[src/rtl/icc_pkg.sv]
package icc_pkg;
  localparam logic [7:0] MSG_INV_REQ = 8'h01;
  localparam logic [7:0] MSG_INV_CPL = 8'h02;

  // depth field: full 2^width wraps to zero
  function automatic logic [4:0] depth_code(input int unsigned n);
    return (n >= 32) ? 5'd0 : n[4:0];
  endfunction

  // completion count field: eight wraps to zero
  function automatic logic [2:0] count_code(input int unsigned n);
    return (n >= 8) ? 3'd0 : n[2:0];
  endfunction
endpackage

[src/rtl/icc_tag_tracker.sv]
module icc_tag_tracker #(
  parameter int unsigned NUM_TAGS = 32,
  localparam int unsigned TAG_W = $clog2(NUM_TAGS)
) (
  input  logic                clk,
  input  logic                rst_n,
  input  logic                set_en,
  input  logic [TAG_W-1:0]    set_tag,
  input  logic [NUM_TAGS-1:0] clr_mask,
  output logic [NUM_TAGS-1:0] outst,
  output logic                full
);
  logic [NUM_TAGS-1:0] set_mask;

  always_comb begin
    set_mask = '0;
    if (set_en) set_mask[set_tag] = 1'b1;
  end

  always_ff @(posedge clk or negedge rst_n) begin
    if (!rst_n) outst <= '0;
    else        outst <= (outst & ~clr_mask) | set_mask;
  end

  assign full = &outst;
endmodule

[src/rtl/icc_done_collector.sv]
module icc_done_collector #(
  parameter int unsigned NUM_TAGS = 32
) (
  input  logic                clk,
  input  logic                rst_n,
  input  logic [NUM_TAGS-1:0] done_mask,
  input  logic [NUM_TAGS-1:0] outst,
  input  logic                cpl_ready,
  output logic                cpl_valid,
  output logic [NUM_TAGS-1:0] cpl_vec
);
  logic [NUM_TAGS-1:0] pend;
  logic [NUM_TAGS-1:0] busy;
  logic [NUM_TAGS-1:0] eligible;
  logic                load;

  assign busy     = pend | (cpl_valid ? cpl_vec : '0);
  assign eligible = done_mask & outst & ~busy;
  assign load     = !cpl_valid || cpl_ready;

  always_ff @(posedge clk or negedge rst_n) begin
    if (!rst_n) begin
      pend      <= '0;
      cpl_valid <= 1'b0;
      cpl_vec   <= '0;
    end else if (load) begin
      cpl_valid <= |pend;
      cpl_vec   <= pend;
      pend      <= eligible;
    end else begin
      pend      <= pend | eligible;
    end
  end
endmodule

[src/rtl/icc_rid_latch.sv]
module icc_rid_latch #(
  parameter int unsigned RID_W = 16
) (
  input  logic             clk,
  input  logic             rst_n,
  input  logic             capture,
  input  logic [RID_W-1:0] rid_in,
  output logic [RID_W-1:0] rid_q
);
  logic held;

  always_ff @(posedge clk or negedge rst_n) begin
    if (!rst_n) begin
      held  <= 1'b0;
      rid_q <= '0;
    end else if (capture && !held) begin
      held  <= 1'b1;
      rid_q <= rid_in;
    end
  end
endmodule

[src/rtl/inval_cpl_coalescer.sv]
module inval_cpl_coalescer #(
  parameter int unsigned NUM_TAGS = 32,
  parameter int unsigned RID_W    = 16,
  parameter int unsigned NUM_TC   = 1,
  localparam int unsigned TAG_W   = $clog2(NUM_TAGS)
) (
  input  logic                clk,
  input  logic                rst_n,
  input  logic                req_valid,
  output logic                req_ready,
  input  logic [TAG_W-1:0]    req_tag,
  input  logic [RID_W-1:0]    req_rid,
  output logic                fwd_valid,
  input  logic                fwd_ready,
  output logic [TAG_W-1:0]    fwd_tag,
  input  logic [NUM_TAGS-1:0] done_mask,
  output logic                cpl_valid,
  input  logic                cpl_ready,
  output logic [NUM_TAGS-1:0] cpl_vec,
  output logic [2:0]          cpl_count,
  output logic [RID_W-1:0]    cpl_rid,
  output logic [7:0]          cpl_code,
  output logic [4:0]          qdepth
);
  import icc_pkg::*;

  logic [NUM_TAGS-1:0] outst;
  logic [NUM_TAGS-1:0] clr_mask;
  logic                full;
  logic                accept;

  assign req_ready = fwd_ready && !full;
  assign fwd_valid = req_valid && !full;
  assign fwd_tag   = req_tag;
  assign accept    = req_valid && req_ready;
  assign clr_mask  = (cpl_valid && cpl_ready) ? cpl_vec : '0;

  assign cpl_count = count_code(NUM_TC);
  assign cpl_code  = MSG_INV_CPL;
  assign qdepth    = depth_code(NUM_TAGS);

  icc_tag_tracker #(.NUM_TAGS(NUM_TAGS)) u_track (
    .clk(clk), .rst_n(rst_n), .set_en(accept), .set_tag(req_tag),
    .clr_mask(clr_mask), .outst(outst), .full(full)
  );

  icc_done_collector #(.NUM_TAGS(NUM_TAGS)) u_coll (
    .clk(clk), .rst_n(rst_n), .done_mask(done_mask), .outst(outst),
    .cpl_ready(cpl_ready), .cpl_valid(cpl_valid), .cpl_vec(cpl_vec)
  );

  icc_rid_latch #(.RID_W(RID_W)) u_rid (
    .clk(clk), .rst_n(rst_n), .capture(accept), .rid_in(req_rid),
    .rid_q(cpl_rid)
  );
endmodule

[config.mk]
export PLATFORM = sky130hd
export DESIGN_NAME = inval_cpl_coalescer
export DESIGN_NICKNAME = d
export VERILOG_FILES = /design/src/rtl/icc_pkg.sv /design/src/rtl/icc_tag_tracker.sv /design/src/rtl/icc_done_collector.sv /design/src/rtl/icc_rid_latch.sv /design/src/rtl/inval_cpl_coalescer.sv
export SDC_FILE = /design/constraint.sdc
export NUM_CORES = 1
export LEC_CHECK = 0
export ABC_AREA = 1
export BUFFER_PORTS_ARGS = -buffer_cell sky130_fd_sc_hd__buf_2
export CORE_ASPECT_RATIO = 1.75
export CORE_MARGIN = 2
export CORE_UTILIZATION = 35
export CTS_BUF_LIST = sky130_fd_sc_hd__clkbuf_8
export CTS_CLUSTER_SIZE = 12
export DETAILED_ROUTE_END_ITERATION = 8
export GPL_TIMING_DRIVEN = 0
export RECOVER_POWER = 50
export SLEW_MARGIN = 10
export SYNTH_ARGS = -nofsm -noshare
export SYNTH_HDL_FRONTEND = slang
export SYNTH_HIERARCHICAL = 1
export SYNTH_SLANG_ARGS = --single-unit
[constraint.sdc]
create_clock -name clk -period 2 [get_ports clk]
set_input_delay 0.2 -clock clk [delete_from_list [all_inputs] [get_ports clk]]
set_output_delay 0.2 -clock clk [all_outputs]
set_load 0.01 [all_outputs]
Yosys cells after proc, flatten, opt, wreduce, memory -nomap -nowiden
Index checks and enable logic that the tools add are counted.
{"block": "op_classes", "add_sub_neg": 0, "n_shift": 0, "div": 0, "mul": 0, "bitwise": 8, "eq_ne": 0, "mux": 6, "reduce_logical": 12, "order_cmp": 2}
{"cell": "32-bit two-way mux", "n": 4}
{"cell": "32-bit bitwise AND", "n": 3}
{"cell": "32-bit bitwise OR", "n": 3}
{"cell": "32-bit NOT", "n": 2}
{"cell": "32-bit AND reduction", "n": 1}
{"cell": "32-bit OR reduction", "n": 1}
{"cell": "1-bit logical AND", "n": 6}
{"cell": "5-bit by 6-bit < comparator with 1-bit output (second input constant)", "n": 1}
{"cell": "1-bit demux with 5-bit select", "n": 1}
{"cell": "5-bit by 1-bit >= comparator with 1-bit output (second input constant)", "n": 1}
{"cell": "1-bit logical NOT", "n": 3}
{"cell": "1-bit logical OR", "n": 1}
{"cell": "1-bit two-way mux", "n": 1}
{"block": "totals", "output_inout_bits": 72, "memories": 0, "register_bits": 114, "latchBits": 0, "mem_bits_ro": 0, "ramBits": 0}

Longest topological paths before layout
{"block": "logic_depth", "ltp_word": 6, "ltp_mapped": 14, "depth_no_buf": 12}

Modules after synthesis
Netlist, hierarchy kept.
{"module": "icc_done_collector", "n_inst": 1, "area_per_inst_um2": 2765.2, "cells_each": 242, "seq_area_each_um2": 1626.6}
{"module": "icc_tag_tracker", "n_inst": 1, "area_per_inst_um2": 1326.3, "cells_each": 144, "seq_area_each_um2": 800.8}
{"module": "icc_rid_latch", "n_inst": 1, "area_per_inst_um2": 718.2, "cells_each": 72, "seq_area_each_um2": 425.4}
{"module": "inval_cpl_coalescer", "n_inst": 1, "area_per_inst_um2": 558.0, "cells_each": 97, "seq_area_each_um2": 0.0}

Least setup slack after synthesis
No wires, ideal clock.
{"block": "synth_path", "kind": "register to register", "startpoint": "register u_track.outst[30]", "endpoint": "register u_rid.rid_q[10]", "stages_incl_launch_ff": 15, "setup_time_ns": 0.117, "t_arrival_ns": 1.426, "path_buffers": 2, "required_ns": 1.883, "setup_slack_ns": 0.457, "cell_sequence": "dfrtp_1 nand2_1 inv_1 nand2_1 nor2_1 nand2_1 nor2_1 inv_1 nand2_1 nor2_1 buf_6 nand2_8 buf_8 nand2_1 nand2_1"}
{"block": "synth_via", "elab_chain_cells": 5}
{"item": "start: declaration", "line": "icc_tag_tracker.sv:10", "text": "output logic [NUM_TAGS-1:0] outst,"}
{"item": "start signal: assignment", "line": "icc_tag_tracker.sv:22", "text": "else outst <= (outst & ~clr_mask) | set_mask;"}
{"item": "32-bit AND reduction", "line": "icc_tag_tracker.sv:25", "text": "assign full = &outst;"}
{"item": "net full", "line": "inval_cpl_coalescer.sv:29", "text": "logic full;"}
{"item": "1-bit logical NOT", "line": "inval_cpl_coalescer.sv:32", "text": "assign req_ready = fwd_ready && !full;"}
{"item": "1-bit logical AND", "line": "inval_cpl_coalescer.sv:32"}
{"item": "1-bit logical AND", "line": "inval_cpl_coalescer.sv:35", "text": "assign accept = req_valid && req_ready;"}
{"item": "net accept", "line": "inval_cpl_coalescer.sv:30", "text": "logic accept;"}
{"item": "1-bit logical AND", "line": "icc_rid_latch.sv:16", "text": "end else if (capture && !held) begin"}
{"item": "end signal: assignment", "line": "icc_rid_latch.sv:18", "text": "rid_q <= rid_in;"}
{"item": "end: declaration", "line": "icc_rid_latch.sv:8", "text": "output logic [RID_W-1:0] rid_q"}
The timed path passes the listed nets, and every way through them passes these cells.
A chain may end at the register's enable or synchronous reset.

Worst setup path in the final report
{"block": "layout_path", "startpoint": "register u_track.outst[27]", "endpoint": "output fwd_valid"}
{"block": "layout_via", "elab_chain_cells": 3}
{"item": "32-bit AND reduction", "line": "icc_tag_tracker.sv:25"}
{"item": "net full", "line": "inval_cpl_coalescer.sv:29"}
{"item": "1-bit logical NOT", "line": "inval_cpl_coalescer.sv:33", "text": "assign fwd_valid = req_valid && !full;"}
{"item": "1-bit logical AND", "line": "inval_cpl_coalescer.sv:33"}
{"item": "end: declaration", "line": "inval_cpl_coalescer.sv:13", "text": "output logic fwd_valid,"}
The timed path passes the listed nets, and every way through them passes these cells.

==> out/results.txt <==
CP startpoint = u_track/outst[27]
Seq/Total Area, Yosys = 0.5315
commonest non-fill, non-tap cell in the layout = dfrtp_1
DR pass1 iterations = 5
R2R Setup Slk = 280 ps
Period minus WS final = 1868 ps
unique cell type count in the Yosys netlist = 23
DP HPWL = 10.27 mm
Syn-to-layout area delta = 27.32%
H-tree levels = 4
Layout Nets = 777
reg-to-reg endpoint = u_rid/rid_q[10]
worst-path maximum fanout = 3
Tightest Hold Check Type = input pin to register
post-synthesis simple-gate area fraction = 0.1601
starting density of the core = 0.3600
GRT Residual Overflow = 0
latest clock arrival within the worst-skew pair = 430 ps
pin count of the biggest net entering global routing = 71
CP Capture Point = fwd_valid
Setup Skew = 11.96 ps
Area contributors post-synth = dfrtp_1 53%, inv_1 6.2%, nand2_1 5.8%, mux2_4 3.9%, mux2_2 3.8%
Worst-path clk slew = 70 ps
CTS Buf Count = 17
Routed Antenna Nets = 0
worst slew pin tran = 1195 ps
Worst path slowest cell = dfrtp_1
non-filler cells, final = 915
Worst EP arrival = 1670 ps
Reg2Reg Launch Point = u_track/outst[2]
status = finished clean
post-synthesis compound-gate area fraction = 0.1044
Post-Synthesis Cells = 555
vias in the first global route = 4,571
total power = 8.606 mW
CP max stage delay = 400 ps
Die Ht = 167.8 um
Horiz. Die Dim = 97.62 um
Peak VDD IR = 0.0005779 V
fraction of layout cells with a size suffix above 1 = 0.3265
first-pass GRT wire length = 22.89 mm
Post-Synth XOR/XNOR Area = 0
worst path cell trace = nand4_1, nor2_1, nand2_1, nor2_4, inv_1, nand2_2, inv_1, buf_2
wire per inst = 15.57 um
number of max-cap violations = 0
Core ar. = 14,910 um2
final wirelength = 14.25 mm
worst hold margin = 19.70 ps
Yosys top cell by area = dfrtp_1
worst rel slew slack = 0.2036
Adder-Cell Fraction of Synth Area = 0
# rows = 59
ANT cells = 0
Leakage = 3.422 nW
initial antenna violation count = 0
share of the synthesized area in the top cell type = 0.5315
number of cells on the critical path = 8
Peak Freq = 0.5354 GHz
placed insts = 866
Root Buffer Master = clkbuf_8
DIE AREA = 16,380 um2
WS Path Type = register to primary output
syn avg cell area = 9.671 um2
Synthesis Warnings = 6
# DRC = 0
Vias = 4,358
Critical Path Source Type = register
final setup vio count = 0
CP most frequent cell = inv_1
post-synthesis mux area share = 0.07692
Worst R2R Path Depth = 14
fin crit share = 0.9339
gr usage total = 0.1775
DRT iter0 DRCs = 158
Yosys reg bits = 114
largest family of logic cells by synthesized area = simple AND/OR/NAND/NOR gates
Slew Viols, Final = 0
P per Cell Area = 1259 nW/um2
# IOs = 130
maximum root-to-sink buffer count = 2
Fill cells = 1,486
Sink Count = 114
CP Capture Type = primary output
IO Port Bufs = 113
worst path required time = 1800 ps
sum of buffers and inverters on the critical path = 3
Util after Layout = 0.4583
GPL Wtd Cong = 0.8153
final hold viol count = 0
commonest cells after routing, fill and taps aside = 114 x dfrtp_1, 91 x inv_1, 88 x buf_2, 81 x nand2_1
Cell Area, Synth = 5368 um2
CP top delay family = simple AND/OR/NAND/NOR gates
RSZ-0062 raised after global routing = no
via/cell ratio = 4.763
CTS tree = done
==> cells by family (layout without fill, tap and decap cells) <==
kind of cell / after synthesis / count (layout)
muxes: 32 / 32
buffers and inverters: 129 / 292
and+or+nand+nor: 182 / 182
DFF: 114 / 114
AOI/OAI and AO/OA: 96 / 96
other: 2 / 16
==> state kept, by name, summed over array words and instances (netlist names) <==
signal	flops
u_rid/rid_q	16
u_coll/cpl_vec	32
u_rid/held	1
u_coll/pend	32
u_track/outst	32
u_coll/cpl_valid	1
==> synth_stat cells <==
| library cell | number |
|---|---|
| nor2_2 | 27 |
| nor2_4 | 3 |
| inv_1 | 89 |
| nand4_1 | 4 |
| buf_8 | 1 |
| buf_6 | 10 |
| nand2_8 | 1 |
| buf_4 | 23 |
| buf_2 | 4 |
| nand2_1 | 83 |
| nand3_1 | 31 |
| dfrtp_1 | 114 |
| a21oi_1 | 32 |
| o22ai_1 | 32 |
| nand3_2 | 1 |
| mux2_2 | 18 |
| nand2_2 | 6 |
| clkbuf_8 | 1 |
| inv_4 | 1 |
| conb_1 | 2 |
| nor2_1 | 26 |
| mux2_4 | 14 |
| a31oi_1 | 32 |
==> where the power goes <==
| part | switching [mW] | internal (mW) | total, mW |
|---|---|---|---|
| Combinational | 1.24 | 1.22 | 2.45 |
| Clock | 0.919 | 1.35 | 2.27 |
| Sequential | 0.805 | 3.08 | 3.88 |
| Total | 2.96 | 5.64 | 8.61 |
==> area by class of cell <==
cell class | instances | area (um2) | share of cell area
sequential | 114 | 2853 | 0.4174
clock inverter | 11 | 135.1 | 0.01977
clock buffer | 21 | 289.0 | 0.04229
inverter | 90 | 340.3 | 0.04980
tap | 183 | 229.0 | 0.03350
timing repair buffer | 131 | 718.2 | 0.1051
buffer | 39 | 334.1 | 0.04888
multi-input combinational | 326 | 1936 | 0.2832
==> how the worst min path moves through the flow <==
stage / start / end / slack (ps) / cells after the start
3_3_place_gp: req_rid[10] / u_rid/rid_q[10] / 440 / 3
2_1_floorplan: rst_n / u_coll/cpl_valid / -100 / 0
3_5_place_dp: rst_n / u_coll/cpl_vec[24] / 160 / 1
6_report: req_rid[6] / u_rid/rid_q[6] / 20 / 3
5_1_grt: req_rid[13] / u_rid/rid_q[13] / 8 / 3
4_1_cts: req_rid[13] / u_rid/rid_q[13] / 0.4 / 3
==> worst register-to-register path, stage by stage, from the launching register on <==
cell     delay (ps)
dfrtp_1         400
nand2_1          90
inv_1            40
nand2_1          80
nor2_2           50
nand2_2          90
nor2_4           40
inv_1            60
nand2_2          70
nor2_4          190
buf_6           190
nand2_8          80
buf_8           150
nand2_1          60
nand2_1          40
==> per-stage QoR <==
step	TNS [ps]	cell area [um2]	setup slack (ps)
after CTS	-1160	6798	-85.79
final	0	6834	132.2
after detailed placement	-675.6	6248	-74.17
after global placement	-69930	6215	-620.9
after floorplan	0	5420	457.1
after global routing	0	6834	12.41
==> per-layer routing <==
layer  wire length, um  GRT usage
met3               728    0.04359
met5                 0          0
met4               195    0.06884
met2              7748     0.3241
met1              5576     0.1968
==> repair_timing <==
item,in CTS,in global routing
resized for setup,1,10
buffers inserted,0,4
hold endpoints to repair,55,1
setup endpoints to repair,24,44
hold buffers,12,1
pin swaps,0,2
No activity file was read; power rests on OpenSTA's default activity.
